[src/rtl/vsel_pkg.sv]
package vsel_pkg;
  function automatic int unsigned clamp_plog(input int unsigned req, input int unsigned lim);
    return (req > lim) ? lim : req;
  endfunction
endpackage

[src/rtl/vsel_part_dec.sv]
module vsel_part_dec #(
  parameter int unsigned NUM_SECTORS = 16,
  parameter int unsigned MODE_W      = 3,
  localparam int unsigned IDX_W      = $clog2(NUM_SECTORS)
) (
  input  logic [MODE_W-1:0]      part_log2_i,
  input  logic [IDX_W-1:0]       query_sec_lo_i,
  output logic [NUM_SECTORS-1:0] member_o
);
  int unsigned     pl;
  int unsigned     grp;
  logic [IDX_W-1:0] qmask;
  logic [IDX_W-1:0] qpart;

  always_comb begin
    pl  = vsel_pkg::clamp_plog(int'(part_log2_i), IDX_W);
    grp = IDX_W - pl;
    for (int b = 0; b < IDX_W; b++) qmask[b] = (b < int'(pl));
    qpart = query_sec_lo_i & qmask;
    for (int s = 0; s < NUM_SECTORS; s++)
      member_o[s] = ((IDX_W'(s) >> grp) == qpart);
  end
endmodule

[src/rtl/vsel_age_matrix.sv]
// Pairwise recency: newer_o[i][j] = sector i referenced more recently than j.
module vsel_age_matrix #(
  parameter int unsigned NUM_SECTORS = 16,
  localparam int unsigned IDX_W      = $clog2(NUM_SECTORS)
) (
  input  logic                                      clk_i,
  input  logic                                      rst_ni,
  input  logic                                      upd_i,
  input  logic [IDX_W-1:0]                          upd_idx_i,
  output logic [NUM_SECTORS-1:0][NUM_SECTORS-1:0]   newer_o
);
  for (genvar i = 0; i < NUM_SECTORS; i++) begin : g_row
    for (genvar j = 0; j < NUM_SECTORS; j++) begin : g_col
      if (i < j) begin : g_pair
        logic bit_q;
        always_ff @(posedge clk_i or negedge rst_ni) begin
          if (!rst_ni) bit_q <= 1'b1;
          else if (upd_i) begin
            if (upd_idx_i == IDX_W'(i))      bit_q <= 1'b1;
            else if (upd_idx_i == IDX_W'(j)) bit_q <= 1'b0;
          end
        end
        assign newer_o[i][j] = bit_q;
        assign newer_o[j][i] = ~bit_q;
      end else if (i == j) begin : g_diag
        assign newer_o[i][j] = 1'b0;
      end
    end
  end
endmodule

[src/rtl/vsel_pick.sv]
// Victim = the member that every other member beats on recency.
module vsel_pick #(
  parameter int unsigned NUM_SECTORS = 16,
  localparam int unsigned IDX_W      = $clog2(NUM_SECTORS)
) (
  input  logic [NUM_SECTORS-1:0][NUM_SECTORS-1:0] newer_i,
  input  logic [NUM_SECTORS-1:0]                  member_i,
  output logic [IDX_W-1:0]                        victim_o
);
  logic [NUM_SECTORS-1:0] cand;

  for (genvar s = 0; s < NUM_SECTORS; s++) begin : g_cand
    logic [NUM_SECTORS-1:0] beaten;
    for (genvar j = 0; j < NUM_SECTORS; j++) begin : g_by
      if (j == s) begin : g_self
        assign beaten[j] = 1'b1;
      end else begin : g_other
        assign beaten[j] = newer_i[j][s] | ~member_i[j];
      end
    end
    assign cand[s] = member_i[s] & (&beaten);
  end

  always_comb begin
    victim_o = '0;
    for (int s = 0; s < NUM_SECTORS; s++)
      if (cand[s]) victim_o = victim_o | IDX_W'(s);
  end
endmodule

[src/rtl/sector_victim_sel.sv]
module sector_victim_sel #(
  parameter int unsigned NUM_SECTORS = 16,
  localparam int unsigned IDX_W      = $clog2(NUM_SECTORS),
  localparam int unsigned MODE_W     = $clog2(IDX_W + 1)
) (
  input  logic              clk_i,
  input  logic              rst_ni,
  input  logic              touch_valid_i,
  input  logic              touch_store_i,
  input  logic [IDX_W-1:0]  touch_idx_i,
  input  logic [MODE_W-1:0] part_log2_i,
  input  logic [IDX_W-1:0]  query_sec_lo_i,
  output logic [IDX_W-1:0]  victim_idx_o
);
  logic [NUM_SECTORS-1:0][NUM_SECTORS-1:0] newer;
  logic [NUM_SECTORS-1:0]                  member;
  logic                                    fetch_touch;

  assign fetch_touch = touch_valid_i & ~touch_store_i;

  vsel_age_matrix #(.NUM_SECTORS(NUM_SECTORS)) u_age (
    .clk_i    (clk_i),
    .rst_ni   (rst_ni),
    .upd_i    (fetch_touch),
    .upd_idx_i(touch_idx_i),
    .newer_o  (newer)
  );

  vsel_part_dec #(.NUM_SECTORS(NUM_SECTORS), .MODE_W(MODE_W)) u_dec (
    .part_log2_i   (part_log2_i),
    .query_sec_lo_i(query_sec_lo_i),
    .member_o      (member)
  );

  vsel_pick #(.NUM_SECTORS(NUM_SECTORS)) u_pick (
    .newer_i (newer),
    .member_i(member),
    .victim_o(victim_idx_o)
  );
endmodule

[config.mk]
export PLATFORM = sky130hd
export DESIGN_NAME = sector_victim_sel
export DESIGN_NICKNAME = d
export VERILOG_FILES = /design/src/rtl/vsel_pkg.sv /design/src/rtl/vsel_part_dec.sv /design/src/rtl/vsel_age_matrix.sv /design/src/rtl/vsel_pick.sv /design/src/rtl/sector_victim_sel.sv
export SDC_FILE = /design/constraint.sdc
export NUM_CORES = 1
export LEC_CHECK = 0
export ABC_CLOCK_PERIOD_IN_PS = 5900
export CORE_MARGIN = 4
export CORE_UTILIZATION = 38
export DETAILED_ROUTE_END_ITERATION = 8
export GPL_TIMING_DRIVEN = 0
export HOLD_SLACK_MARGIN = 0.02
export PLACE_DENSITY_LB_ADDON = 0.08
export SETUP_SLACK_MARGIN = 0.05
export SYNTH_ARGS = -nofsm -noshare
export SYNTH_HDL_FRONTEND = slang
export SYNTH_HIERARCHICAL = 1
export SYNTH_SLANG_ARGS = --single-unit
[constraint.sdc]
create_clock -name clk_i -period 5.9 [get_ports clk_i]
set_input_delay 1.18 -clock clk_i [delete_from_list [all_inputs] [get_ports clk_i]]
set_output_delay 1.18 -clock clk_i [all_outputs]
set_load 0.01 [all_outputs]
* Word-level counts from Yosys, hierarchy flattened
Index checks and enable logic that the tools add are counted.
** Operators by class
- Multiplexer cells :: 151
- Shifts and indexed selects :: 16
- Add/sub/neg operators :: 1
- Reduce and logical (&&, ||, !) cells :: 256
- Bitwise gates (word level) :: 364
- Magnitude comparators :: 5
- Equal/unequal tests :: 31
** Operators by type and width (count)
- >> shifter 4 x 32 -> 4 bit (first input constant) :: 8
- AND reduction 2 bit :: 120
- nonzero test 2 bit :: 120
- bitwise OR 1 bit :: 225
- AND reduction 15 bit :: 15
- two-way mux 1 bit :: 136
- >> shifter 3 x 32 -> 4 bit (first input constant) :: 4
- inverter 1 bit :: 122
- == test 4 bit :: 16
- < comparator 3 x 32 -> 1 bit (first input constant) :: 2
- >> shifter 1 x 32 -> 4 bit (first input constant) :: 2
- >> shifter 2 x 32 -> 4 bit (first input constant) :: 2
- == test 4 bit (second input constant) :: 8
- < comparator 1 x 32 -> 1 bit (first input constant) :: 1
- < comparator 2 x 32 -> 1 bit (first input constant) :: 1
- two-way mux 4 bit :: 8
- subtractor 3 x 32 -> 32 bit (first input constant) :: 1
- AND 1 bit :: 16
- == test 4 x 3 -> 1 bit (second input constant) :: 4
- two-way mux 3 bit :: 5
- == test 4 x 2 -> 1 bit (second input constant) :: 2
- AND 4 bit :: 1
- == test 4 x 1 -> 1 bit (second input constant) :: 1
- logical NOT 4 bit :: 1
- 2 further kinds :: 3
** Storage, ports and cells
- Bits in registers :: 120
- Input bits :: 15
- Logic and storage cells :: 944
- Output and inout bits :: 4

* Longest topological paths before layout
Gate-level depths: netlist (run 1).
- Word-level depth :: 24
- Mapped depth :: 17
- Mapped depth without buffers :: 14

* Cells and area by module
The synthesis (run 1) kept the hierarchy.
** Modules (own cells, without submodules)
- vsel_age_matrix :: instances 1, area an instance 6585.1 µm², cells an instance 702
- vsel_pick :: instances 1, area an instance 1596.5 µm², cells an instance 240
- vsel_part_dec :: instances 1, area an instance 784.5 µm², cells an instance 120
- sector_victim_sel :: instances 1, area an instance 13.8 µm², cells an instance 1

* Worst setup path after synthesis (run 1)
Ideal clock, no wire load.
- Path type :: input port to output port
- Start :: in part_log2_i[2]
- End :: out victim_idx_o[3]
- Arrival time :: 4559 ps
- Path slack :: 161 ps
- Required time :: 4720 ps
- Stages :: 15
- Cell sequence :: buf_4 > nor2b_4 > inv_2 > ha_1 > ha_1 > buf_2 > and2b_1 > nand3_1 > a221o_1 > nor3_1 > nand2b_1 > o2111ai_1 > nor4_1 > or4_4 > a2111o_1
** Between the ends
- Word-level cells in the longest chain between the ends :: 17
** Ends and longest elaborated chain
- start, declared :: line sector_victim_sel.sv:11 : input logic [MODE_W-1:0] part_log2_i,
- > comparator 3 bit :: line vsel_pkg.sv:3 : return (req > lim) ? lim : req;
- two-way mux 3 bit * :: line vsel_pkg.sv:3
- subtractor 3 x 32 -> 32 bit (tied with other cells) :: line vsel_part_dec.sv:17 : grp = IDX_W - pl;
- >> shifter 4 x 32 -> 4 bit or AND 4 bit (tied branches) :: line vsel_part_dec.sv:21, vsel_part_dec.sv:19
- == test 4 bit * :: line vsel_part_dec.sv:21 : member_o[s] = ((IDX_W'(s) >> grp) == qpart);
- net member[10] :: line sector_victim_sel.sv:16 : logic [NUM_SECTORS-1:0] member;
- inverter 1 bit
- bitwise OR 1 bit :: line vsel_pick.sv:18 : assign beaten[j] = newer_i[j][s] | ~member_i[j];
- AND reduction 15 bit :: line vsel_pick.sv:21 : assign cand[s] = member_i[s] & (&beaten);
- AND 1 bit :: line vsel_pick.sv:21
- two-way mux 4 bit (7 in a row) :: line vsel_pick.sv:27 : if (cand[s]) victim_o = victim_o | IDX_W'(s);
- two-way mux 4 bit * :: line vsel_pick.sv:27
- end, declared :: line sector_victim_sel.sv:13 : output logic [IDX_W-1:0] victim_idx_o
The timed path passes the listed nets; every way through them passes the cells marked *.

* Worst setup path after layout (run 1)
Ends and elaborated chain as after synthesis.

==> results of run 1 <==
## layout make-up
class / count / area [um^2]
Tap cell: 313 / 392
Timing Repair Buffer: 81 / 704
Inverter: 137 / 524
Buffer: 175 / 1290
Fill cell: 2195 / 11700
Clock inverter: 11 / 126
Sequential cell: 120 / 3150
Multi-Input combinational cell: 610 / 4440
Clock buffer: 20 / 447
## metrics by stage
stage / hold WS [ps] / power (mW) / utilization
3_3_place_gp: 454 / 1.68 / 0.411
4_1_cts: 470 / 2.79 / 0.460
2_1_floorplan: 445 / 1.42 / -
5_1_grt: 480 / 2.99 / 0.486
3_5_place_dp: 461 / 1.69 / 0.414
6_report: 468 / 2.88 / 0.486
## routing by layer
metal	GRT usage	vias to the layer above
met1	0.356	3979
li1	-	3662
met4	0.0911	0
met3	0.0531	69
met5	0	-
met2	0.412	322
## layout by cell type, fill, tap and decap left out, drive strengths merged, types with 3 or more instances in the layout
master	count
xnor2	9
clkinv	5
or2	4
nor2b	8
a21oi	56
nor4b	3
and2b	4
nand4	5
nand3	10
inv	135
a31oi	6
clkinvlp	6
and4	3
nand4b	7
o2bb2ai	3
and4bb	7
clkdlybuf4s50	8
a21o	11
nor2	72
ha	3
nor4	19
o21ai	53
a211oi	3
o22ai	92
dfstp	120
clkbuf	30
and4b	3
nor3	10
a21boi	12
nand2b	66
o211ai	3
nand2	40
xor2	6
or2b	36
o2111ai	36
buf	235
## worst min-delay path, cell delays in order (launching register included)
cell	delay, ps
dfstp_2	370
inv_1	40
o22ai_1	50
## how the worst max path moves through the flow
stage	startpoint	to	slack, ps
2_1_floorplan	part_log2_i[2]	victim_idx_o[3]	160
3_3_place_gp	part_log2_i[0]	victim_idx_o[3]	-2580
3_5_place_dp	part_log2_i[0]	victim_idx_o[3]	-2400
4_1_cts	part_log2_i[0]	victim_idx_o[3]	-60
5_1_grt	part_log2_i[2]	victim_idx_o[3]	4
6_report	part_log2_i[2]	victim_idx_o[3]	90
## where the power goes
part / internal [mW] / total [mW] / switching [mW]
sequential: 0.936 / 0.992 / 0.0568
clock: 0.629 / 1.03 / 0.405
combinational: 0.384 / 0.854 / 0.470
total: 1.95 / 2.88 / 0.932
## repair_timing
item                       CTS  global route
pin swaps                   20            28
buffers inserted            25            39
resized for setup           66            59
cloned                       0             1
setup endpoints to repair    4             4
==> impl_metrics.env, run 1 <==
export IMPL_status="finished, final reports clean"
export IMPL_gp_congestion=0.948
export IMPL_min_from="u_age/g_row[0].g_col[8].g_pair.bit_q"
export IMPL_met3_wirelength_mm=2.42
export IMPL_overflow=0
export IMPL_numCtsBuffers=17
export IMPL_fin_area_um2=11100
export IMPL_htreeDepth=4
export IMPL_routed_wl_mm=34.3
export IMPL_crit_path_end_kind="output port"
export IMPL_skew_ps=0
export IMPL_syn_inst=1042
export IMPL_period_needed_ps=5810
export IMPL_crit_family="buffers and inverters"
export IMPL_pre_cts_slack_ps=-2400
export IMPL_clk_path_buf_depth=2
export IMPL_ctsHoldBuffers=0
export IMPL_drt_first_pass_iters=5
export IMPL_min_period_over_period=0.984
export IMPL_setup_viol_count_final=0
export IMPL_die_y_um=161
export IMPL_insertion_delay_ps=430
export IMPL_largest_reg_flops=120
export IMPL_dp_cells=1371
export IMPL_crit_type="in2out"
export IMPL_r2r_end="u_age/g_row[5].g_col[14].g_pair.bit_q"
export IMPL_wl_per_cell_um=23.4
export IMPL_antenna_found_initial=0
export IMPL_viasPerCell=5.48
export IMPL_drive_gt1_frac=0.422
export IMPL_r2r_cells=3
export IMPL_highest_layer="met4"
export IMPL_tightest_slew_ps=712
export IMPL_drt_met1_wl_mm=15.0
export IMPL_top_register="u_age/g_row.g_col.g_pair.bit_q"
export IMPL_cts_sinks=120
export IMPL_final_hold_viol_count=0
export IMPL_initial_core_util=0.388
export IMPL_grt_pass1_wl_mm=50.0
export IMPL_antenna_left=0
export IMPL_place_area_um2=9440
export IMPL_r2r_slack_ps=4790
export IMPL_synth_area_per_cell_um2=8.48
export IMPL_maxSlewViolCount=0
export IMPL_dr_wl_met2_mm=15.7
export IMPL_grt_usage=0.261
export IMPL_crit_chain="buf_12 > nor2b_4 > inv_4 > ha_4 > ha_4 > buf_6 > buf_6 > buf_4 > xnor2_1 > a21oi_1 > nor3_4 > buf_4 > clkinvlp_4 > o2111ai_4 > nor4_2 > or2_1 > a2111o_1 > buf_2"
export IMPL_row_count=55
export IMPL_vias=8032
export IMPL_critPathLaunchType="input pin"
export IMPL_cts_tree="built"
export IMPL_leakagePower_nw=4.96
export IMPL_vdd_drop_max_uv=178
export IMPL_pin_count=19
export IMPL_setup_tns_ps=0
export IMPL_dieArea_um2=25800
export IMPL_instances_no_fill=1467
export IMPL_io_buffers=14
export IMPL_layout_setup_ws_ps=94.1
export IMPL_root_buffer="clkbuf_16"
export IMPL_cp_slowest_cell="a2111o_1"
export IMPL_syn_area_um2=8840
export IMPL_path_max_fanout=7
export IMPL_rr_startpoint="u_age/g_row[5].g_col[14].g_pair.bit_q"
export IMPL_diodes=0
export IMPL_dp_hpwl_mm=24.4
export IMPL_path_depth=18
export IMPL_grt_pass1_vias=7686
export IMPL_power_density_nw_per_um2=260
export IMPL_drt_iter0_drc=729
export IMPL_core_um2=22800
export IMPL_cts_clk_slew_worst_paths_ps=60
export IMPL_die_w_um=161
export IMPL_grt_start_max_net_pins=75
export IMPL_yosys_warnings=6
export IMPL_critPathBufInv=8
export IMPL_syn_num_nets=1060
export IMPL_drv_cap=0
export IMPL_drc_errors=0
export IMPL_fmax_mhz=172
export IMPL_worstHoldPathCells=2
export IMPL_slew_headroom=0.526
export IMPL_cp_arrival_ps=4630
export IMPL_max_stage_delay_ps=440
export IMPL_area_delta_synth_final_pct=25.3
export IMPL_nNetsFinal=1160
export IMPL_required_ps=4720
export IMPL_reg_top3="u_age/g_row.g_col.g_pair.bit_q (120)"
export IMPL_rsz0062_at_grt="yes"
export IMPL_hold_end="u_age/g_row[0].g_col[8].g_pair.bit_q"
export IMPL_hp_class="reg2reg"
Note: power is estimated with default switching activity, not from simulation.
==> inputs of run 2 (changes only) <==
--- a/config.mk
+++ b/config.mk
@@ -11,7 +11,7 @@
 export DETAILED_ROUTE_END_ITERATION = 8
 export GPL_TIMING_DRIVEN = 0
 export HOLD_SLACK_MARGIN = 0.02
-export PLACE_DENSITY_LB_ADDON = 0.08
+export PLACE_DENSITY = 0.53
 export SETUP_SLACK_MARGIN = 0.05
 export SYNTH_ARGS = -nofsm -noshare
 export SYNTH_HDL_FRONTEND = slang
==> impl_metrics.env, run 2 (synthesis results as in run 1) <==
export IMPL_root_buffer="clkbuf_16"
export IMPL_dieArea_um2=25800
export IMPL_crit_chain="buf_12 > nor2b_4 > inv_4 > ha_4 > ha_4 > buf_6 > and2b_1 > nand3_2 > a221o_1 > nor3_4 > buf_6 > clkinvlp_4 > buf_6 > o2111ai_4 > nor4_2 > or4_4 > a2111o_1 > buf_6"
export IMPL_core_um2=22800
export IMPL_top_register="u_age/g_row.g_col.g_pair.bit_q"
export IMPL_status="finished, final reports clean"
export IMPL_grt_pass1_wl_mm=51.2
export IMPL_drt_first_pass_iters=5
export IMPL_drc_errors=0
export IMPL_row_count=55
export IMPL_final_common_cell="buf_4"
export IMPL_viasPerCell=5.48
export IMPL_numCtsBuffers=17
export IMPL_min_period_over_period=0.995
export IMPL_drv_cap=0
export IMPL_grt_usage=0.267
export IMPL_initial_core_util=0.388
export IMPL_cp_slowest_cell="or4_4"
export IMPL_vdd_drop_max_uv=147
export IMPL_critPathBufInv=7
export IMPL_drt_iter0_drc=830
export IMPL_gp_congestion=0.982
export IMPL_final_hold_viol_count=0
export IMPL_critPathLaunchType="input pin"
export IMPL_reg_top3="u_age/g_row.g_col.g_pair.bit_q (120)"
export IMPL_io_buffers=14
export IMPL_largest_reg_flops=120
export IMPL_leakagePower_nw=4.95
export IMPL_antenna_left=0
export IMPL_final_cell_mix="179 x buf_4, 127 x inv_1, 120 x dfstp_2"
export IMPL_grt_pass1_vias=7778
export IMPL_crit_path_end_kind="output port"
export IMPL_fmax_mhz=170
export IMPL_nNetsFinal=1153
export IMPL_max_stage_delay_ps=530
export IMPL_tightest_slew_ps=759
export IMPL_cts_clk_slew_worst_paths_ps=60
export IMPL_cts_sinks=120
export IMPL_vias=8012
export IMPL_drive_gt1_frac=0.418
export IMPL_final_util=0.487
export IMPL_diodes=0
export IMPL_path_common_cell="buf_6"
export IMPL_antenna_found_initial=0
export IMPL_cp_arrival_ps=4690
export IMPL_dp_hpwl_mm=24.3
export IMPL_overflow=0
export IMPL_crit_family="simple AND/OR/NAND/NOR gates"
export IMPL_path_max_fanout=5
export IMPL_grt_start_max_net_pins=64
export IMPL_setup_tns_ps=0
export IMPL_period_needed_ps=5870
export IMPL_cts_tree="built"
export IMPL_crit_type="in2out"
export IMPL_die_w_um=161
export IMPL_layout_setup_ws_ps=26.7
export IMPL_p_total_mw=3.01
export IMPL_area_delta_synth_final_pct=25.4
export IMPL_htreeDepth=4
export IMPL_pre_cts_slack_ps=-2200
export IMPL_rsz0062_at_grt="yes"
export IMPL_setup_viol_count_final=0
export IMPL_routed_wl_mm=34.7
export IMPL_hp_class="reg2reg"
export IMPL_skew_ps=0
export IMPL_slew_headroom=0.494
export IMPL_maxSlewViolCount=0
export IMPL_required_ps=4720
export IMPL_die_y_um=161
export IMPL_pin_count=19
export IMPL_clk_path_buf_depth=2
export IMPL_power_density_nw_per_um2=271
export IMPL_wl_per_cell_um=23.8
export IMPL_insertion_delay_ps=430
[run 2: area by class of cell]
cell class | instances | area [um^2]
Clock inverter | 12 | 173
Buffer | 175 | 1280
Tap cell | 313 | 392
Fill cell | 2191 | 11700
Clock buffer | 20 | 467
Multi-Input combinational cell | 610 | 4430
Sequential cell | 120 | 3150
Timing Repair Buffer | 74 | 676
Inverter | 137 | 524
[run 2: final timing paths]
kind                                                        from                                    end  slack (ps)  cells past startpoint
max in group asynchronous                                 rst_ni   u_age/g_row[4].g_col[9].g_pair.bit_q        4390                      2
setup reg to reg           u_age/g_row[5].g_col[14].g_pair.bit_q  u_age/g_row[5].g_col[14].g_pair.bit_q        4820                      3
setup / recovery                                  part_log2_i[2]                        victim_idx_o[3]          30                     18
hold / removal              u_age/g_row[0].g_col[8].g_pair.bit_q   u_age/g_row[0].g_col[8].g_pair.bit_q         470                      2
min in group asynchronous                                 rst_ni  u_age/g_row[7].g_col[12].g_pair.bit_q        1090                      1
hold reg to reg             u_age/g_row[0].g_col[8].g_pair.bit_q   u_age/g_row[0].g_col[8].g_pair.bit_q         470                      2
[run 2: worst register-to-register path, delay by kind of cell, from the launching register on]
family          cells  cell delay, ps
compound gates      2             350
buf+inv             1             100
flops               1             550
[run 2: what timing repair did]
item,CTS,global route
hold endpoints to repair,0,0
hold buffers,0,0
pin swaps,28,20
cloned,0,0
gates resized for setup,88,34
buffers inserted,44,15
setup endpoints to repair,4,4
[run 2: routing by layer]
| metal | up-vias | routed length, um | track usage |
|---|---|---|---|
| met3 | 82 | 2740 | 0.0652 |
| li1 | 3657 | - | - |
| met5 | - | 0 | 0 |
| met2 | 352 | 15600 | 0.412 |
| met4 | 0 | 1240 | 0.0997 |
| met1 | 3921 | 15100 | 0.362 |
[run 2: stage by stage]
stage	area, um^2	instances	hold slack (ps)
global route	11100	1461	497
finish	11100	1461	468
CTS	10800	1447	467
detailed placement	9440	1371	458
global placement	9370	1369	455
floorplan	8840	1042	445
[run 2: report_power, final]
part           switching [mW]  leakage (nW)  internal (mW)
clock                   0.413         0.312          0.738
sequential             0.0580          1.26          0.936
combinational           0.480          3.39          0.383
total                   0.952          4.95           2.06
